`config.mk`:
```
export PLATFORM = sky130hd
export DESIGN_NAME = exc_ctrl
export DESIGN_NICKNAME = d
export VERILOG_FILES = /design/src/rtl/exc_pkg.sv /design/src/rtl/exc_stage_reg.sv /design/src/rtl/exc_oldest_pick.sv /design/src/rtl/exc_retire.sv /design/src/rtl/exc_ctrl.sv
export SDC_FILE = /design/constraint.sdc
export NUM_CORES = 1
export LEC_CHECK = 0
export ABC_AREA = 1
export ABC_CLOCK_PERIOD_IN_PS = 1100
export CAP_MARGIN = 40
export CORE_MARGIN = 2
export CORE_UTILIZATION = 43
export CTS_CLUSTER_DIAMETER = 100
export DETAILED_ROUTE_END_ITERATION = 8
export PLACE_DENSITY_LB_ADDON = 0.2
export SKIP_CTS_REPAIR_TIMING = 1
export SLEW_MARGIN = 20
export SYNTH_ARGS = -nofsm -noshare
export SYNTH_HDL_FRONTEND = slang
export SYNTH_SLANG_ARGS = --single-unit
```
`constraint.sdc`:
```
create_clock -name clk -period 1.1 [get_ports clk]
set_input_delay 0.165 -clock clk [delete_from_list [all_inputs] [get_ports clk]]
set_output_delay 0.165 -clock clk [all_outputs]
set_load 0.1 [all_outputs]
```
`src/rtl/exc_pkg.sv`:
```
package exc_pkg;

  localparam int NSTG  = 5;
  localparam int S_IF  = 0;
  localparam int S_ID  = 1;
  localparam int S_EX  = 2;
  localparam int S_MEM = 3;
  localparam int S_WB  = 4;

  typedef enum logic [3:0] {
    C_NONE    = 4'd0,
    C_IPAGE   = 4'd1,
    C_ITLB    = 4'd2,
    C_ILLEGAL = 4'd3,
    C_PRIV    = 4'd4,
    C_OVF     = 4'd5,
    C_DIVZ    = 4'd6,
    C_DPAGE   = 4'd7,
    C_DTLB    = 4'd8,
    C_PROT    = 4'd9
  } cause_e;

  // the code an instruction already carries outranks anything found later
  function automatic cause_e merge_cause(cause_e held, cause_e fresh);
    return (held != C_NONE) ? held : fresh;
  endfunction

endpackage

```
`src/rtl/exc_stage_reg.sv`:
```
module exc_stage_reg
  import exc_pkg::*;
#(
  parameter int PC_W = 32
) (
  input  logic            clk,
  input  logic            rst_n,
  input  logic            in_valid,
  input  logic [PC_W-1:0] in_pc,
  input  cause_e          in_cause,
  input  logic            kill,
  output logic            q_valid,
  output logic [PC_W-1:0] q_pc,
  output cause_e          q_cause
);

  logic keep;
  assign keep = in_valid && !kill;

  always_ff @(posedge clk) begin
    if (!rst_n) begin
      q_valid <= 1'b0;
      q_pc    <= '0;
      q_cause <= C_NONE;
    end else begin
      q_valid <= keep;
      q_pc    <= in_pc;
      q_cause <= keep ? in_cause : C_NONE;
    end
  end

endmodule

```
`src/rtl/exc_oldest_pick.sv`:
```
module exc_oldest_pick #(
  parameter int N = 5,
  localparam int W = (N > 1) ? $clog2(N) : 1
) (
  input  logic [N-1:0] flt,
  output logic         found,
  output logic [W-1:0] oldest
);

  // later stage = older instruction, so the highest set index wins
  always_comb begin
    found  = 1'b0;
    oldest = '0;
    for (int i = 0; i < N; i++) begin
      if (flt[i]) begin
        found  = 1'b1;
        oldest = W'(i);
      end
    end
  end

endmodule

```
`src/rtl/exc_retire.sv`:
```
module exc_retire
  import exc_pkg::*;
#(
  parameter int              PC_W       = 32,
  parameter logic [PC_W-1:0] HANDLER_PC = 'h180
) (
  input  logic            clk,
  input  logic            rst_n,
  input  logic            take,
  input  logic [PC_W-1:0] wb_pc,
  input  cause_e          wb_cause,
  output logic            redirect,
  output logic [PC_W-1:0] redirect_pc,
  output logic [PC_W-1:0] epc_q,
  output cause_e          cause_q
);

  assign redirect    = take;
  assign redirect_pc = HANDLER_PC;

  always_ff @(posedge clk) begin
    if (!rst_n) begin
      epc_q   <= '0;
      cause_q <= C_NONE;
    end else if (take) begin
      epc_q   <= wb_pc;
      cause_q <= wb_cause;
    end
  end

endmodule

```
`src/rtl/exc_ctrl.sv`:
```
module exc_ctrl
  import exc_pkg::*;
#(
  parameter int              PC_W       = 32,
  parameter logic [PC_W-1:0] HANDLER_PC = 'h180
) (
  input  logic            clk,
  input  logic            rst_n,
  input  logic            if_valid_i,
  input  logic [PC_W-1:0] if_pc_i,
  input  logic [3:0]      if_cause_i,
  input  logic [3:0]      id_cause_i,
  input  logic [3:0]      ex_cause_i,
  input  logic [3:0]      mem_cause_i,
  input  logic            br_flush_i,
  output logic            stall_front_o,
  output logic [NSTG-1:0] flush_o,
  output logic            mem_wr_ok_o,
  output logic            wb_commit_o,
  output logic [PC_W-1:0] wb_pc_o,
  output logic            redirect_o,
  output logic [PC_W-1:0] redirect_pc_o,
  output logic [PC_W-1:0] epc_o,
  output logic [3:0]      ecause_o
);

  localparam int SW = $clog2(NSTG);

  logic [NSTG-1:0] st_valid;
  logic [NSTG-1:0] live;
  logic [NSTG-1:0] flt;
  logic [NSTG-1:0] br_kill;
  logic [NSTG-1:0] young_kill;
  logic [PC_W-1:0] st_pc   [NSTG];
  cause_e          st_held [NSTG];
  cause_e          st_new  [NSTG];
  cause_e          st_eff  [NSTG];

  // named internal events used by the checker
  logic            found;
  logic [SW-1:0]   oldest;
  logic            take;
  cause_e          wb_cause;
  cause_e          cause_q;

  // fetch slot comes straight from the ports
  assign st_valid[S_IF] = if_valid_i;
  assign st_pc[S_IF]    = if_pc_i;
  assign st_held[S_IF]  = C_NONE;

  // fresh fault reports per stage; writeback cannot raise one
  assign st_new[S_IF]  = cause_e'(if_cause_i);
  assign st_new[S_ID]  = cause_e'(id_cause_i);
  assign st_new[S_EX]  = cause_e'(ex_cause_i);
  assign st_new[S_MEM] = cause_e'(mem_cause_i);
  assign st_new[S_WB]  = C_NONE;

  generate
    for (genvar k = 0; k < NSTG; k++) begin : g_slot
      assign br_kill[k]    = br_flush_i && (k <= S_ID);
      assign live[k]       = st_valid[k] && !br_kill[k];
      assign st_eff[k]     = merge_cause(st_held[k], st_new[k]);
      assign flt[k]        = live[k] && (st_eff[k] != C_NONE);
      assign young_kill[k] = found && (SW'(k) < oldest);
    end

    for (genvar k = 1; k < NSTG; k++) begin : g_reg
      exc_stage_reg #(.PC_W(PC_W)) u_reg (
        .clk      (clk),
        .rst_n    (rst_n),
        .in_valid (live[k-1]),
        .in_pc    (st_pc[k-1]),
        .in_cause (st_eff[k-1]),
        .kill     (young_kill[k-1]),
        .q_valid  (st_valid[k]),
        .q_pc     (st_pc[k]),
        .q_cause  (st_held[k])
      );
    end
  endgenerate

  exc_oldest_pick #(.N(NSTG)) u_pick (
    .flt    (flt),
    .found  (found),
    .oldest (oldest)
  );

  // the faulting instruction reaches writeback only after every older one left
  assign take     = flt[S_WB];
  assign wb_cause = st_held[S_WB];

  assign stall_front_o = found;
  assign flush_o       = br_kill | young_kill | {take, {(NSTG-1){1'b0}}};
  assign mem_wr_ok_o   = live[S_MEM] && (st_eff[S_MEM] == C_NONE) && !young_kill[S_MEM];
  assign wb_commit_o   = st_valid[S_WB] && (st_held[S_WB] == C_NONE);
  assign wb_pc_o       = st_pc[S_WB];

  exc_retire #(.PC_W(PC_W), .HANDLER_PC(HANDLER_PC)) u_retire (
    .clk         (clk),
    .rst_n       (rst_n),
    .take        (take),
    .wb_pc       (st_pc[S_WB]),
    .wb_cause    (wb_cause),
    .redirect    (redirect_o),
    .redirect_pc (redirect_pc_o),
    .epc_q       (epc_o),
    .cause_q     (cause_q)
  );

  assign ecause_o = cause_q;

endmodule

```
==> impl_metrics.py <==
metrics = {
    "power_and_ir_drop": {
        "p_int_mw": 10.64,
        "power.density_nw_per_um2": 1435,
        "netSwitchingFraction_pct": 24.65,
        "p_comb_share_pct": 10.5,
        "p_leak_nw": 5.084,
        "clkPwrFrac_pct": 41.0,
        "p_sw_mw": 3.479,
        "vdd_drop_max_v": 0.001201,
        "p_seq_share_pct": 48.5,
    },
    "finish": {
        "nNetsFinal": 961,
        "drive_gt1_share_pct": 36.01,
        "synthToLayoutAreaGrowth_pct": 65.82,
        "n_antenna_cell": 0,
        "fill_cells": 928,
    },
    "timing": {
        "hold_viol_final": 0,
        "slew_viol_final": 0,
        "clock_skew_ns": 0.01062,
        "tightest_slew_ns": 0.5318,
        "timing.final.ws_setup_ns": -0.9438,
        "rsz0062_at_grt": "true",
        "setup_viol": 132,
        "tns_ns": -20.87,
        "max_clock_freq_mhz": 489.3,
        "relSlewSlack_pct": 64.54,
        "hold_ws_ns": 0.03551,
        "fin_crit_ns": 2.044,
        "fin_crit_sh_pct": 185.8,
    },
    "critical_path": {
        "r2r_start": "g_reg[3].u_reg.q_cause[2]",
        "cp_max_fo": 5,
        "crit_path_end_kind": "output pin",
        "worst-setup-path-type": "flop to output pin",
        "start_kind": "flop",
        "worstPathArrival_ns": 1.88,
        "worstPathRequired_ns": 0.94,
        "startpoint": "g_reg[3].u_reg.q_cause[2]",
    },
    "clocking": {
        "cts.clk_slew.worst_paths_ns": 0.06,
        "cts_made_buffers": 17,
        "cts.sinks": 184,
        "worstSkewPairLatency_ns": 0.42,
        "htreeDepth": 4,
        "cts-root-buf": "clkbuf_16",
        "cts_tree": "yes",
        "cts.path.max_buffers": 2,
    },
    "die": {
        "pin_count": 161,
        "rows": 42,
        "core_um2": 13350,
        "die_h_um": 121.4,
        "die-area_um2": 14750,
        "fp.dieW_um": 121.4,
        "initial_core_util_pct": 44.43,
    },
    "route": {
        "wl_per_cell_um": 12.68,
        "wl_um": 13920,
        "ant_nets": 0,
        "firstDrtPassIters": 5,
        "vias": 4588,
        "route.detailed.drc": 0,
        "first_iter_violations": 223,
        "vias_per_cell": 4.179,
    },
    "global_routing": {
        "grt_pass1_vias": 3903,
        "grt_max_degree": 62,
        "grt_remaining_overflow": 0,
        "grt_pass1_wl_um": 18170,
        "antenna_found_initial": 0,
        "grtUsageTotal_pct": 15.83,
    },
    "synthesis": {
        "yosysSeqAreaShare_pct": 62.11,
        "syn-instance-count": 717,
        "avgSynthCellArea_um2": 8.272,
        "syn_area_um2": 5931,
        "synth_cell_types": 19,
        "synth.yosys.warnings": 0,
        "synth_seq_cells": 184,
    },
    "outcome": {
        "violations": "negative setup slack",
        "status": "finished, violations left",
    },
    "placement": {
        "hpwlAfterDp_um": 8347,
        "portBuffers": 128,
        "place_congestion": 0.8349,
    },
    "worst_hold_path": {
        "hold_path_class": "input port to flop",
        "worstHoldStart": "rst_n",
    },
    "run": {
        "max-cap-violations": 0,
    },
}
## synthesized netlist by cell type
| cell type | n | area share [%] |
|---|---|---|
| nor4_1 | 1 | 0.11 |
| a21oi_4 | 1 | 0.27 |
| nor3_1 | 6 | 0.51 |
| inv_2 | 1 | 0.063 |
| conb_1 | 2 | 0.13 |
| buf_2 | 4 | 0.34 |
| nand4_1 | 8 | 0.84 |
| nor2_1 | 86 | 5.4 |
| buf_1 | 6 | 0.38 |
| buf_4 | 35 | 4.4 |
| o2111ai_1 | 1 | 0.15 |
| inv_1 | 161 | 10 |
| o21ai_0 | 32 | 2.7 |
| dfxtp_1 | 184 | 62 |
| a21oi_1 | 8 | 0.68 |
| nand3_1 | 8 | 0.68 |
| a31oi_1 | 1 | 0.11 |
| nand2_1 | 157 | 9.9 |
| clkbuf_1 | 15 | 0.95 |
## power groups by stage
| stage | Sequential [mW] | Clock (mW) | Combinational [mW] |
|---|---|---|---|
| after detailed placement | 7.05 | 0 | 1.41 |
| after global placement | 7.04 | 0 | 1.39 |
| after CTS | 6.90 | 5.89 | 1.41 |
| final | 6.85 | 5.79 | 1.48 |
| after floorplan | 7.17 | 0 | 0.925 |
| after global routing | 6.86 | 6.21 | 1.56 |
## worst paths after layout
kind              cells past startpoint  slack [ns]                   endpoint
setup / recovery                      8       -0.94                 flush_o[0]
setup reg to reg                      9       -0.50  g_reg[2].u_reg.q_cause[3]
hold / removal                        3        0.04         u_retire.epc_q[22]
hold reg to reg                       2        0.40    g_reg[4].u_reg.q_pc[11]
## final cells by class
class / instances / area (µm²) / share of cell area (%)
sequential: 184 / 3836 / 39.01
timing repair buffer: 203 / 2821 / 28.69
multi-input combinational: 341 / 1763 / 17.93
inverter: 162 / 620.6 / 6.310
clock buffer: 20 / 446.7 / 4.542
tap: 176 / 220.2 / 2.239
clock inverter: 12 / 126.4 / 1.285
## layout by cell type, fill, tap and decap left out, types with 3 or more instances in the layout
cell type / n
a21oi_1: 3
a21oi_2: 5
buf_12: 83
buf_4: 54
buf_6: 7
buf_8: 5
clkbuf_16: 21
clkdlybuf4s50_1: 50
clkinv_2: 5
conb_1: 32
dfxtp_1: 108
dfxtp_2: 53
dfxtp_4: 23
inv_1: 158
nand2_1: 148
nand2_2: 6
nand2_4: 3
nand3_1: 3
nand3_2: 4
nand4_1: 8
nor2_1: 61
nor2_2: 7
nor2_4: 18
nor3_2: 4
o21ai_0: 7
o21ai_1: 8
o21ai_2: 16
## worst max-delay path: stages (launching register included)
cell	delay (ns)
dfxtp_2	0.35
nor2_4	0.06
nand3_2	0.09
nand2_2	0.06
nor2_2	0.14
nand2_2	0.11
a21oi_4	0.26
nand4_1	0.19
buf_12	0.21
## routing by layer
layer	track usage (%)	share of wire (%)	vias to the layer above
met4	7.040	2.4	0
li1	-	-	2388
met5	0	0	-
met1	19.16	41	2034
met2	25.91	51	140
met3	4.887	5.3	26
## flip-flops by register name (all words and copies together) (netlist names)
name              flops
g.u_reg.q_cause      16
u_retire.cause_q      4
u_retire.epc_q       32
g.u_reg.q_pc        128
g.u_reg.q_valid       4
## cell families (layout without fill, tap and decap cells)
family | Yosys count | count (layout) | synth area share, %
AOI/OAI and AO/OA | 43 | 43 | 3.903
buffers and inverters | 222 | 397 | 16.35
and+or+nand+nor | 266 | 266 | 17.51
DFF | 184 | 184 | 62.11
other | 2 | 32 | 0.1266
## through the flow
stage / setup slack, ns / cells / cell area (µm²) / utilization, % / total power, mW
3_3_place_gp: -0.6572 / 1020 / 8338 / 62.47 / 8.430
6_report: -0.9438 / 1098 / 9834 / 73.68 / 14.12
4_1_cts: -0.9814 / 1052 / 8911 / 66.76 / 14.20
3_5_place_dp: -0.7058 / 1020 / 8338 / 62.47 / 8.455
5_1_grt: -1.022 / 1098 / 9834 / 73.68 / 14.63
2_1_floorplan: -0.9176 / 747 / 6267 / - / 8.091
(Power assumes the default switching activity.)
